**config.mk**
```make
export PLATFORM = sky130hd
export DESIGN_NAME = serial_rd_port
export DESIGN_NICKNAME = d
export VERILOG_FILES = /design/src/rtl/rdp_pkg.sv /design/src/rtl/rdp_clkdiv.sv /design/src/rtl/rdp_shift.sv /design/src/rtl/serial_rd_port.sv
export SDC_FILE = /design/constraint.sdc
export NUM_CORES = 1
export LEC_CHECK = 0
export ABC_AREA = 1
export CAP_MARGIN = 5
export CORE_ASPECT_RATIO = 0.7
export CORE_MARGIN = 4
export CORE_UTILIZATION = 40
export DETAILED_ROUTE_END_ITERATION = 10
export HOLD_SLACK_MARGIN = 0.15
export PLACE_DENSITY = 0.71
export SLEW_MARGIN = 25
export SYNTH_ARGS = -nofsm -noshare
export SYNTH_HDL_FRONTEND = slang
export SYNTH_HIERARCHICAL = 1
export SYNTH_SLANG_ARGS = --single-unit
```
**constraint.sdc**
```tcl
create_clock -name clk -period 4 [get_ports clk]
set_clock_uncertainty 0.15 [all_clocks]
set_input_delay 1 -clock clk [delete_from_list [all_inputs] [get_ports clk]]
set_output_delay 1 -clock clk [all_outputs]
set_load 0.005 [all_outputs]
```
**src/rtl/rdp_pkg.sv**
```systemverilog
package rdp_pkg;
  // Control register field positions decoded by the port
  localparam int CTRL_LEN24_BIT  = 0;
  localparam int CTRL_CALRD_BIT  = 1;
  localparam int CTRL_CALSEL_BIT = 2;

  typedef enum logic [1:0] {
    SRC_CTRL = 2'd0,
    SRC_OUT  = 2'd1,
    SRC_CAL0 = 2'd2,
    SRC_CAL1 = 2'd3
  } rd_src_e;
endpackage

```
**src/rtl/rdp_clkdiv.sv**
```systemverilog
module rdp_clkdiv #(
  parameter int HALF = 4
) (
  input  logic clk,
  input  logic rst_n,
  input  logic run,
  output logic tick
);
  localparam int CW = (HALF > 1) ? $clog2(HALF) : 1;
  localparam logic [CW-1:0] LAST = CW'(HALF - 1);

  logic [CW-1:0] cnt_q;

  always_ff @(posedge clk) begin
    if (!rst_n || !run) cnt_q <= '0;
    else if (cnt_q == LAST) cnt_q <= '0;
    else cnt_q <= cnt_q + 1'b1;
  end

  assign tick = run && (cnt_q == LAST);
endmodule

```
**src/rtl/rdp_shift.sv**
```systemverilog
module rdp_shift #(
  parameter int W = 24
) (
  input  logic         clk,
  input  logic         rst_n,
  input  logic         load,
  input  logic [W-1:0] load_data,
  input  logic         shift,
  output logic         msb
);
  logic [W-1:0] sr_q;

  always_ff @(posedge clk) begin
    if (!rst_n) sr_q <= '0;
    else if (load) sr_q <= load_data;
    else if (shift) sr_q <= {sr_q[W-2:0], 1'b0};
  end

  assign msb = sr_q[W-1];
endmodule

```
**src/rtl/serial_rd_port.sv**
```systemverilog
module serial_rd_port
  import rdp_pkg::*;
#(
  parameter int W       = 24,
  parameter int SHORT_W = 16,
  parameter int HALF    = 4
) (
  input  logic         clk,
  input  logic         rst_n,
  input  logic         word_valid,
  output logic         word_ready,
  input  logic [W-1:0] word_data,
  input  logic [W-1:0] ctrl_reg,
  input  logic [W-1:0] cal0_reg,
  input  logic [W-1:0] cal1_reg,
  input  logic         addr_sel,
  input  logic         fs_n,
  output logic         drdy_n,
  output logic         sclk_o,
  output logic         sclk_oe,
  output logic         sdata_o,
  output logic         sdata_oe
);
  localparam int RW = $clog2(W + 1);
  localparam logic [RW-1:0] LEN_LONG  = RW'(W);
  localparam logic [RW-1:0] LEN_SHORT = RW'(SHORT_W);

  logic          fs_q;
  logic          busy_q, out_rd_q, sclk_q, drdy_q;
  logic [RW-1:0] rises_q, len_q;
  logic [W-1:0]  out_q;
  logic          tick, fs_fall, start, fin, abort, shift;
  logic          sel_out;
  rd_src_e       src;
  logic [W-1:0]  src_word;

  assign word_ready = 1'b1;
  assign fs_fall    = fs_q && !fs_n;
  assign sel_out    = addr_sel && !ctrl_reg[CTRL_CALRD_BIT];
  assign start      = !busy_q && fs_fall && !(sel_out && drdy_q);
  assign abort      = busy_q && fs_n;
  assign fin        = busy_q && tick && sclk_q && (rises_q == len_q);
  assign shift      = busy_q && tick && sclk_q && (rises_q != '0);

  always_comb begin
    if (!addr_sel) src = SRC_CTRL;
    else if (!ctrl_reg[CTRL_CALRD_BIT]) src = SRC_OUT;
    else if (ctrl_reg[CTRL_CALSEL_BIT]) src = SRC_CAL1;
    else src = SRC_CAL0;
    case (src)
      SRC_CTRL: src_word = ctrl_reg;
      SRC_OUT:  src_word = out_q;
      SRC_CAL0: src_word = cal0_reg;
      default:  src_word = cal1_reg;
    endcase
  end

  always_ff @(posedge clk) begin
    if (!rst_n) fs_q <= 1'b1;
    else fs_q <= fs_n;
  end

  always_ff @(posedge clk) begin
    if (!rst_n) begin
      busy_q   <= 1'b0;
      out_rd_q <= 1'b0;
      sclk_q   <= 1'b1;
      rises_q  <= '0;
      len_q    <= LEN_LONG;
    end else if (abort || fin) begin
      busy_q <= 1'b0;
    end else if (start) begin
      busy_q   <= 1'b1;
      out_rd_q <= sel_out;
      sclk_q   <= 1'b1;
      rises_q  <= '0;
      len_q    <= (sel_out && !ctrl_reg[CTRL_LEN24_BIT]) ? LEN_SHORT : LEN_LONG;
    end else if (busy_q && tick) begin
      sclk_q <= !sclk_q;
      if (!sclk_q) rises_q <= rises_q + 1'b1;
    end
  end

  always_ff @(posedge clk) begin
    if (!rst_n) begin
      out_q  <= '0;
      drdy_q <= 1'b1;
    end else if (word_valid && !(busy_q && out_rd_q)) begin
      out_q  <= word_data;
      drdy_q <= 1'b0;
    end else if (fin && out_rd_q && !fs_n) begin
      drdy_q <= 1'b1;
    end
  end

  rdp_clkdiv #(.HALF(HALF)) u_div (
    .clk(clk), .rst_n(rst_n), .run(busy_q), .tick(tick)
  );

  rdp_shift #(.W(W)) u_sr (
    .clk(clk), .rst_n(rst_n), .load(start), .load_data(src_word),
    .shift(shift), .msb(sdata_o)
  );

  assign drdy_n   = drdy_q;
  assign sclk_o   = sclk_q;
  assign sclk_oe  = busy_q;
  assign sdata_oe = busy_q;
endmodule

```
==> results of run 1 <==
[layout make-up]
cell class | count | area (um2)
clock buffer | 10 | 239.0
clock inverter | 6 | 70.07
fill | 764 | 3303
inverter | 43 | 161.4
multi-input combinational | 387 | 1770
sequential | 61 | 1221
tap | 101 | 126.4
timing repair buffer | 109 | 1081
[critical path, cell delays in order]
cell and delay [ns]:
clkdlybuf4s50_1 0.54, inv_2 0.23, nor2_8 0.34, nand2_4 0.11, nand2_8 0.11, inv_2 0.22
nor2_4 0.52, nand2_1 0.11, a21oi_1 0.23
[final timing paths]
path / cells past startpoint / slack, ns / endpoint / from
hold reg to reg: 1 / 0.27 / u_div/cnt_q[0] / u_div/cnt_q[0]
hold / removal: 1 / 0.27 / u_div/cnt_q[0] / u_div/cnt_q[0]
setup reg to reg: 10 / 1.82 / u_sr/sr_q[18] / sclk_oe
setup / recovery: 9 / 0.65 / u_sr/sr_q[20] / addr_sel
[kinds of logic after synthesis]
kind of cell               Yosys count  synth area share
xor gates and xnor gates             1          0.002641
and+or+nand+nor                    342            0.4474
other                                1          0.001131
AOI/OAI and AO/OA                   40           0.06903
DFF                                 61            0.3682
adders and majority gates            3           0.01132
buffers and inverters               73            0.1003
[registers in the layout, summed over array words and instances (netlist names)]
| register | count |
|---|---|
| out_q | 24 |
| u_sr/sr_q | 24 |
| rises_q | 5 |
| u_div/cnt_q | 2 |
| drdy_n | 1 |
| fs_q | 1 |
| len_q | 1 |
| out_rd_q | 1 |
| sclk_o | 1 |
| sclk_oe | 1 |
[routing by layer]
layer,up-vias,global-route usage,share of wire
met5,-,0,0
met4,0,0.06563,0.015
met3,12,0.05476,0.065
met2,129,0.3005,0.44
met1,1655,0.3099,0.48
li1,1847,-,-
[layout by cell type (no fill, tap or decap), types with 2 or more instances in the layout]
| master | count |
|---|---|
| nand2_1 | 196 |
| nor2_1 | 54 |
| o21ai_0 | 21 |
| a21oi_1 | 10 |
| inv_1 | 37 |
| ha_1 | 3 |
| clkinv_4 | 2 |
| nand2_2 | 2 |
| buf_4 | 4 |
| clkdlybuf4s50_1 | 105 |
| nand3_1 | 54 |
| nor2_2 | 3 |
| nand4_1 | 25 |
| inv_6 | 2 |
| nor3_1 | 3 |
| clkbuf_16 | 9 |
| o21ai_1 | 3 |
| inv_2 | 6 |
| dfxtp_1 | 61 |
[through the flow]
step           instance area [um2]  total power (W)  setup WS, ns  std cells
3_3_place_gp                  4360        0.0009799        0.4864        701
2_1_floorplan                 3317        0.0008430         1.728        521
3_5_place_dp                  4360        0.0009852        0.3994        701
4_1_cts                       4669         0.001776        0.6909        717
5_1_grt                       4669         0.001847        0.4834        717
6_report                      4669         0.001759        0.6521        717
[power by group through the flow]
stage / Clock, W / Combinational [W] / Sequential [W]
floorplan: 0 / 0.000163 / 0.000680
global placement: 0 / 0.000290 / 0.000689
detailed placement: 0 / 0.000294 / 0.000691
CTS: 0.000801 / 0.000296 / 0.000679
global route: 0.000834 / 0.000328 / 0.000684
finish: 0.000784 / 0.000296 / 0.000679
==> results.sh, run 1 <==
export IMPL_startpoint_type="primary input"
export IMPL_pwr_share_seq=0.386
export IMPL_maxSlewViolCount=0
export IMPL_yosysUniqueCellTypes=32
export IMPL_crit_type="primary input to register"
export IMPL_internal_power_w=0.001305
export IMPL_post_drt_via_cell_ratio=5.081
export IMPL_htreeDepth=3
export IMPL_antenna_found_initial=0
export IMPL_fp_row_count=27
export IMPL_worstHoldPathType="register to register"
export IMPL_globalplace_congestion=0.9720
export IMPL_final_util=0.5857
export IMPL_hold_viol=0
export IMPL_tritoncts="yes"
export IMPL_cts_buffers=9
export IMPL_ios=107
export IMPL_start_util=0.4160
export IMPL_fmax_ghz=0.2987
export IMPL_nets=715
export IMPL_postRouteAntennaNets=0
export IMPL_ys_ff_latch=61
export IMPL_syn_inst=521
export IMPL_synth_top_cell_by_area="dfxtp_1"
export IMPL_post_cts_buffers=0
export IMPL_port_buffers=105
export IMPL_seq_area_frac_synth=0.3682
export IMPL_cts_resized=0
export IMPL_clockBufferDepth=2
export IMPL_worstPathArrival_ns=3.43
export IMPL_synthFlopType="dfxtp_1"
export IMPL_cts_root_buf="clkbuf_16"
export IMPL_dp_hpwl_um=7796
export IMPL_grt_pass1_wl_um=16440
export IMPL_die_width_um=116.8
export IMPL_overflow=0
export IMPL_dieArea_mm2=0.009837
export IMPL_hold_worst_slack_ns=0.2685
export IMPL_clock_latency_ns=0.32
export IMPL_grt_pass1_vias=3370
export IMPL_synth_top_area_frac=0.3682
export IMPL_diodes=0
export IMPL_die_height_um=84.19
export IMPL_tightest_slew_ns=0.6619
export IMPL_p_leak_nw=2.118
export IMPL_grt_max_degree=57
export IMPL_grtUsageTotal=0.2112
export IMPL_syn_area_mm2=0.003317
export IMPL_relSlewSlack=0.5576
export IMPL_wl_per_cell_um=14.27
export IMPL_drtPass1Iterations=5
export IMPL_path_max_fanout=29
export IMPL_vias=3643
export IMPL_fin_crit_sh=0.8370
export IMPL_final_layout_size_suffix_gt1_frac=0.06331
export IMPL_drtIter0Drc=427
export IMPL_area_delta_synth_final_pct=40.78
export IMPL_postRouteWirelength_um=10230
export IMPL_switching_share=0.2583
export IMPL_status="completed"
export IMPL_syn_nets=625
export IMPL_synthTopCellsByArea="dfxtp_1, nand2_1, nand3_1, nor2_1, nand4_1"
export IMPL_ys_warn_count=6
export IMPL_cts_sinks=61
export IMPL_power_switching_w=0.0004544
export IMPL_cap_violations=0
export IMPL_post_route_min_period_ns=3.348
export IMPL_cp_end_kind="register"
export IMPL_holdBufCountCts=0
export IMPL_path_clk_slew_ns=0.05
export IMPL_rsz0062_at_grt="no"
export IMPL_drc=0
export IMPL_worstPathRequired_ns=4.08
export IMPL_avgSynthCellArea_um2=6.366
export IMPL_finalSetupTns_ns=0
export IMPL_peakVddDrop_mv=0.1828
export IMPL_p_clk_frac=0.446
export IMPL_core_area_mm2=0.007973
export IMPL_p_comb_frac=0.168
export IMPL_synth_common_cells="nand2_1, dfxtp_1, nand3_1, nor2_1, inv_1"
export IMPL_p_per_area_mw_per_mm2=376.8
export IMPL_synth_most_common_cell="nand2_1"
export IMPL_report_final_setup_viol=0
export IMPL_synth_edf_count=0
export IMPL_synthArstFlopShare=0
(Power assumes the default switching activity.)
==> inputs of run 2 (changes only) <==
--- a/config.mk
+++ b/config.mk
@@ -12,7 +12,7 @@
 export CORE_UTILIZATION = 40
 export DETAILED_ROUTE_END_ITERATION = 10
 export HOLD_SLACK_MARGIN = 0.15
-export PLACE_DENSITY = 0.71
+export PLACE_DENSITY = 0.74
 export SLEW_MARGIN = 25
 export SYNTH_ARGS = -nofsm -noshare
 export SYNTH_HDL_FRONTEND = slang
==> constraint.sdc (replaced) <==
create_clock -name clk -period 2.9 [get_ports clk]
set_clock_uncertainty 0.15 [all_clocks]
set_input_delay 0.725 -clock clk [delete_from_list [all_inputs] [get_ports clk]]
set_output_delay 0.725 -clock clk [all_outputs]
set_load 0.005 [all_outputs]
==> run 2 against run 1 <==
Sequential share of layout area decreased by 0.48 points. Highest routed layer unchanged. Non-clock buffer count increased by 6. Clock power increased by 48%. Design area increased by 1.9%. Register-to-register slack got worse by 1.1 ns. Power increased by 43%. Via count increased by 0.85%. Flip-flop and latch count unchanged. Largest cell class unchanged.
==> results.sh, run 2 (synthesis results as in run 1) <==
export IMPL_drtIter0Drc=290
export IMPL_worstPathArrival_ns=1.47
export IMPL_worstPathRequired_ns=2.03
export IMPL_antenna_found_initial=0
export IMPL_overflow=0
export IMPL_postRouteWirelength_um=10370
export IMPL_final_layout_size_suffix_gt1_frac=0.07074
export IMPL_maxSlewViolCount=0
export IMPL_nets=721
export IMPL_worstHoldPathType="register to register"
export IMPL_postRouteAntennaNets=0
export IMPL_globalplace_congestion=0.8549
export IMPL_post_cts_buffers=0
export IMPL_grt_pass1_wl_um=16940
export IMPL_relSlewSlack=0.6360
export IMPL_tritoncts="yes"
export IMPL_cts_buffers=9
export IMPL_multi_input_area_mm2=0.001770
export IMPL_cp_slowest_cell="clkdlybuf4s50_1"
export IMPL_cp_end_kind="output pin"
export IMPL_crit_family="buffers and inverters"
export IMPL_post_route_min_period_ns=2.347
export IMPL_report_final_setup_viol=0
export IMPL_holdBufCountCts=0
export IMPL_p_leak_nw=2.164
export IMPL_drtPass1Iterations=5
export IMPL_clockBufferDepth=2
export IMPL_area_delta_synth_final_pct=43.42
export IMPL_port_buffers=105
export IMPL_setup_slack_ns=0.5530
export IMPL_stdcell_count=723
export IMPL_cap_violations=0
export IMPL_regArea_mm2=0.001221
export IMPL_startpoint_type="register"
export IMPL_cts_root_buf="clkbuf_16"
export IMPL_final_common_cell="nand2_1"
export IMPL_finalSetupTns_ns=0
export IMPL_critPathBufInv=1
export IMPL_cts_resized=0
export IMPL_grt_pass1_vias=3529
export IMPL_dp_worst_setup_slack_ns=0.2918
export IMPL_top_regs="out_q: 24 flops, u_sr/sr_q: 24 flops, rises_q: 5 flops"
export IMPL_cts_sinks=61
export IMPL_grt_max_degree=57
export IMPL_ios=107
export IMPL_fmax_ghz=0.4261
export IMPL_p_per_area_mw_per_mm2=530.7
export IMPL_final_util=0.5967
export IMPL_hold_viol=0
export IMPL_status="completed"
export IMPL_die_width_um=116.8
export IMPL_tightest_slew_ns=0.5460
export IMPL_start_util=0.4160
export IMPL_wl_per_cell_um=14.35
export IMPL_fin_crit_sh=0.8093
export IMPL_grtUsageTotal=0.2197
export IMPL_die_height_um=84.19
export IMPL_dp_hpwl_um=8039
export IMPL_final_cell_mix="nand2_1, clkdlybuf4s50_1, dfxtp_1, nand3_1, nor2_1"
export IMPL_clock_latency_ns=0.33
export IMPL_diodes=0
export IMPL_path_clk_slew_ns=0.05
export IMPL_cpPeakStageDelay_ns=0.60
export IMPL_post_drt_via_cell_ratio=5.082
export IMPL_path_cells="clkdlybuf4s50_1"
export IMPL_rsz0062_at_grt="no"
export IMPL_vias=3674
export IMPL_peakVddDrop_mv=0.3092
export IMPL_fp_row_count=27
export IMPL_htreeDepth=3
export IMPL_fill_cells=744
export IMPL_path_max_fanout=10
export IMPL_drc=0
export IMPL_dieArea_mm2=0.009837
export IMPL_crit_type="register to output pin"
export IMPL_dp_cells=707
export IMPL_core_area_mm2=0.007973
==> run 2: final timing paths <==
path | start | end | slack [ns] | depth (start not counted)
max | sclk_oe | sdata_oe | 0.55 | 1
min | u_div/cnt_q[0] | u_div/cnt_q[0] | 0.30 | 1
max reg2reg | sclk_oe | u_sr/sr_q[14] | 0.69 | 9
min reg2reg | u_div/cnt_q[0] | u_div/cnt_q[0] | 0.30 | 1
==> run 2: metal layers <==
layer  wire, um  vias up  track usage
li1           -     1850            -
met1       4812     1695       0.3007
met2       4850      110       0.3376
met3        514       19      0.05836
met4        195        0      0.06771
met5          0        -            0
==> run 2: worst reg2reg max path, cell delays in order (launching register included) <==
cell,delay (ns)
dfxtp_1,0.54
nand2_1,0.10
inv_1,0.08
nand3_1,0.14
a41oi_2,0.51
buf_4,0.31
nand3_1,0.11
nand3_1,0.11
nand2_1,0.06
inv_1,0.06
==> run 2: final cells by class <==
class	instances	share of cell area
Inverter	43	0.03393
Clock buffer	12	0.05392
Tap cell	101	0.02656
Sequential cell	61	0.2567
Clock inverter	4	0.01473
Timing Repair Buffer	115	0.2420
Multi-Input combinational cell	387	0.3722
==> run 2: power breakdown <==
part | internal, W | switching [W] | leakage [nW]
Sequential | 0.000895 | 0.0000409 | 0.502
Combinational | 0.000222 | 0.000203 | 1.50
Clock | 0.000795 | 0.000369 | 0.163
Total | 0.00191 | 0.000613 | 2.16
==> run 2: per-stage QoR <==
step,area (um2),total power (W),hold WS [ns]
floorplan,3317,0.001163,0.2462
global placement,4431,0.001360,0.2541
detailed placement,4431,0.001372,0.2941
CTS,4757,0.002540,0.3014
global route,4757,0.002638,0.3260
finish,4757,0.002524,0.3030
==> inputs of run 3 (changes only) <==
--- a/config.mk
+++ b/config.mk
@@ -12,7 +12,7 @@
 export CORE_UTILIZATION = 40
 export DETAILED_ROUTE_END_ITERATION = 10
 export HOLD_SLACK_MARGIN = 0.15
-export PLACE_DENSITY = 0.74
+export PLACE_DENSITY = 0.71
 export SLEW_MARGIN = 25
 export SYNTH_ARGS = -nofsm -noshare
 export SYNTH_HDL_FRONTEND = slang
==> constraint.sdc (replaced) <==
create_clock -name clk -period 2.3 [get_ports clk]
set_clock_uncertainty 0.15 [all_clocks]
set_input_delay 0.575 -clock clk [delete_from_list [all_inputs] [get_ports clk]]
set_output_delay 0.575 -clock clk [all_outputs]
set_load 0.005 [all_outputs]
==> run 3 against run 2 <==
Routed wire length is 0.78% higher. Critical path type unchanged. Power is 16% higher. Register-to-register slack worse by 0.37 ns. Via count is 0.68% lower. Sequential share of layout area is 0.13 points lower. Combinational power is 31% higher. Clock power hardly changed. Design area is 0.50% higher. Count of clock-buffer cells in the layout is 1 lower. Flip-flop and latch count stayed put. Utilization is 0.30 points higher. Highest routed layer unchanged.
==> results.sh, run 3 (synthesis results as in run 1) <==
export IMPL_rsz0062_at_grt="no"
export IMPL_grt_pass1_vias=3543
export IMPL_wl_met3_um=521
export IMPL_ff2ff_path_depth=9
export IMPL_drtIter0Drc=321
export IMPL_postRouteWirelength_um=10450
export IMPL_nets=728
export IMPL_crit_type="register to output pin"
export IMPL_clockBufferDepth=2
export IMPL_diodes=0
export IMPL_grtUsageTotal=0.2188
export IMPL_route_met2_wl_um=4625
export IMPL_cp_end_kind="output pin"
export IMPL_peakVddDrop_mv=0.4256
export IMPL_drc=0
export IMPL_overflow=0
export IMPL_drtPass1Iterations=5
export IMPL_path_cells="clkdlybuf4s50_1"
export IMPL_worstPathArrival_ns=1.45
export IMPL_die_width_um=116.8
export IMPL_finalSetupTns_ns=0
export IMPL_core_area_mm2=0.007973
export IMPL_worstPathRequired_ns=1.57
export IMPL_m1WireLength_um=5083
export IMPL_final_layout_size_suffix_gt1_frac=0.07949
export IMPL_final_cell_mix="nand2_1, clkdlybuf4s50_1, dfxtp_1, nand3_1, nor2_1"
export IMPL_startpoint_type="register"
export IMPL_grt_max_degree=57
export IMPL_final_common_cell="nand2_1"
export IMPL_htreeDepth=3
export IMPL_p_leak_nw=2.177
export IMPL_worstSetupEndpoint="sdata_oe"
export IMPL_die_height_um=84.19
export IMPL_maxSlewViolCount=0
export IMPL_grt_pass1_wl_um=17090
export IMPL_globalplace_congestion=0.9502
export IMPL_ios=107
export IMPL_fill_cells=738
export IMPL_hold_viol=0
export IMPL_path_clk_slew_ns=0.05
export IMPL_start_util=0.4160
export IMPL_setup_slack_ns=0.1201
export IMPL_dp_worst_setup_slack_ns=-0.08564
export IMPL_worstReg2RegEnd="u_sr/sr_q[18]"
export IMPL_port_buffers=105
export IMPL_dp_hpwl_um=8138
export IMPL_fmax_ghz=0.4587
export IMPL_postRouteAntennaNets=0
export IMPL_finalInstanceArea_mm2=0.004781
export IMPL_cts_buffers=9
export IMPL_hold_worst_slack_ns=0.2808
export IMPL_critPathBufInv=1
export IMPL_critical_path_cell_count=1
export IMPL_rrSetupSlack_ns=0.32
export IMPL_critPathLaunch="sclk_oe"
export IMPL_status="completed"
export IMPL_p_per_area_mw_per_mm2=610.1
export IMPL_crit_family="buffers and inverters"
export IMPL_wl_per_cell_um=14.32
export IMPL_area_delta_synth_final_pct=44.13
export IMPL_post_cts_buffers=0
export IMPL_report_final_setup_viol=0
export IMPL_cpPeakStageDelay_ns=0.59
export IMPL_cts_resized=0
export IMPL_tritoncts="yes"
export IMPL_worstHoldPathType="register to register"
export IMPL_dieArea_mm2=0.009837
export IMPL_cap_violations=0
export IMPL_cts_sinks=61
export IMPL_vias=3649
export IMPL_cp_slowest_cell="clkdlybuf4s50_1"
export IMPL_cts_root_buf="clkbuf_16"
export IMPL_holdBufCountCts=0
export IMPL_clock_latency_ns=0.32
export IMPL_fp_row_count=27
export IMPL_top_layer="met4"
export IMPL_top_regs="out_q: 24 flops, u_sr/sr_q: 24 flops, rises_q: 5 flops"
export IMPL_antenna_found_initial=0
export IMPL_place_area_mm2=0.004521
export IMPL_path_max_fanout=10
export IMPL_r2r_start="sclk_oe"
export IMPL_fin_crit_sh=0.9478
export IMPL_post_drt_via_cell_ratio=4.999
export IMPL_post_route_min_period_ns=2.180
## run 3: cell types whose count changed in the layout (fill, tap and decap cells not counted)
cell	before	now
buf_4	8	12
clkbuf_8	2	0
clkinv_2	2	4
buf_12	2	5
bufinv_16	2	0
clkinvlp_4	0	1
clkbuf_1	1	2
## run 3: worst min path at each step
stage / startpoint / end / slack (ns) / depth (start not counted)
2_1_floorplan: u_div/cnt_q[0] / u_div/cnt_q[0] / 0.25 / 1
3_3_place_gp: u_div/cnt_q[0] / u_div/cnt_q[0] / 0.25 / 1
3_5_place_dp: u_div/cnt_q[0] / u_div/cnt_q[0] / 0.27 / 1
4_1_cts: u_div/cnt_q[0] / u_div/cnt_q[0] / 0.28 / 1
5_1_grt: u_div/cnt_q[0] / u_div/cnt_q[0] / 0.29 / 1
6_report: u_div/cnt_q[0] / u_div/cnt_q[0] / 0.28 / 1
## run 3: stage by stage
step / instances / utilization / total power [W]
finish: 730 / 0.5997 / 0.002917
CTS: 730 / 0.5997 / 0.002935
global route: 730 / 0.5997 / 0.003059
floorplan: 521 / - / 0.001466
detailed placement: 714 / 0.5670 / 0.001753
global placement: 714 / 0.5670 / 0.001740
## run 3: cell type report
type,count,area [um2],area share
repair buffers,122,1241,0.2596
well taps,101,126.4,0.02643
clock inverters,5,27.53,0.005758
multi-input cells,387,1770,0.3703
flip-flops and latches,61,1221,0.2554
clock buffers,11,232.7,0.04868
inverters,43,161.4,0.03376
## run 3: metal layers
| metal | vias to the layer above | track usage |
|---|---|---|
| met5 | - | 0 |
| met4 | 0 | 0.07292 |
| li1 | 1862 | - |
| met2 | 114 | 0.3252 |
| met3 | 17 | 0.04179 |
| met1 | 1656 | 0.3169 |
## run 3: power breakdown
group          internal (W)  leakage, nW  total (W)  switching, W
clock network      0.000720        0.129    0.00118      0.000462
logic              0.000295         1.55   0.000555      0.000260
registers           0.00113        0.502    0.00118     0.0000510
total               0.00214         2.18    0.00292      0.000774
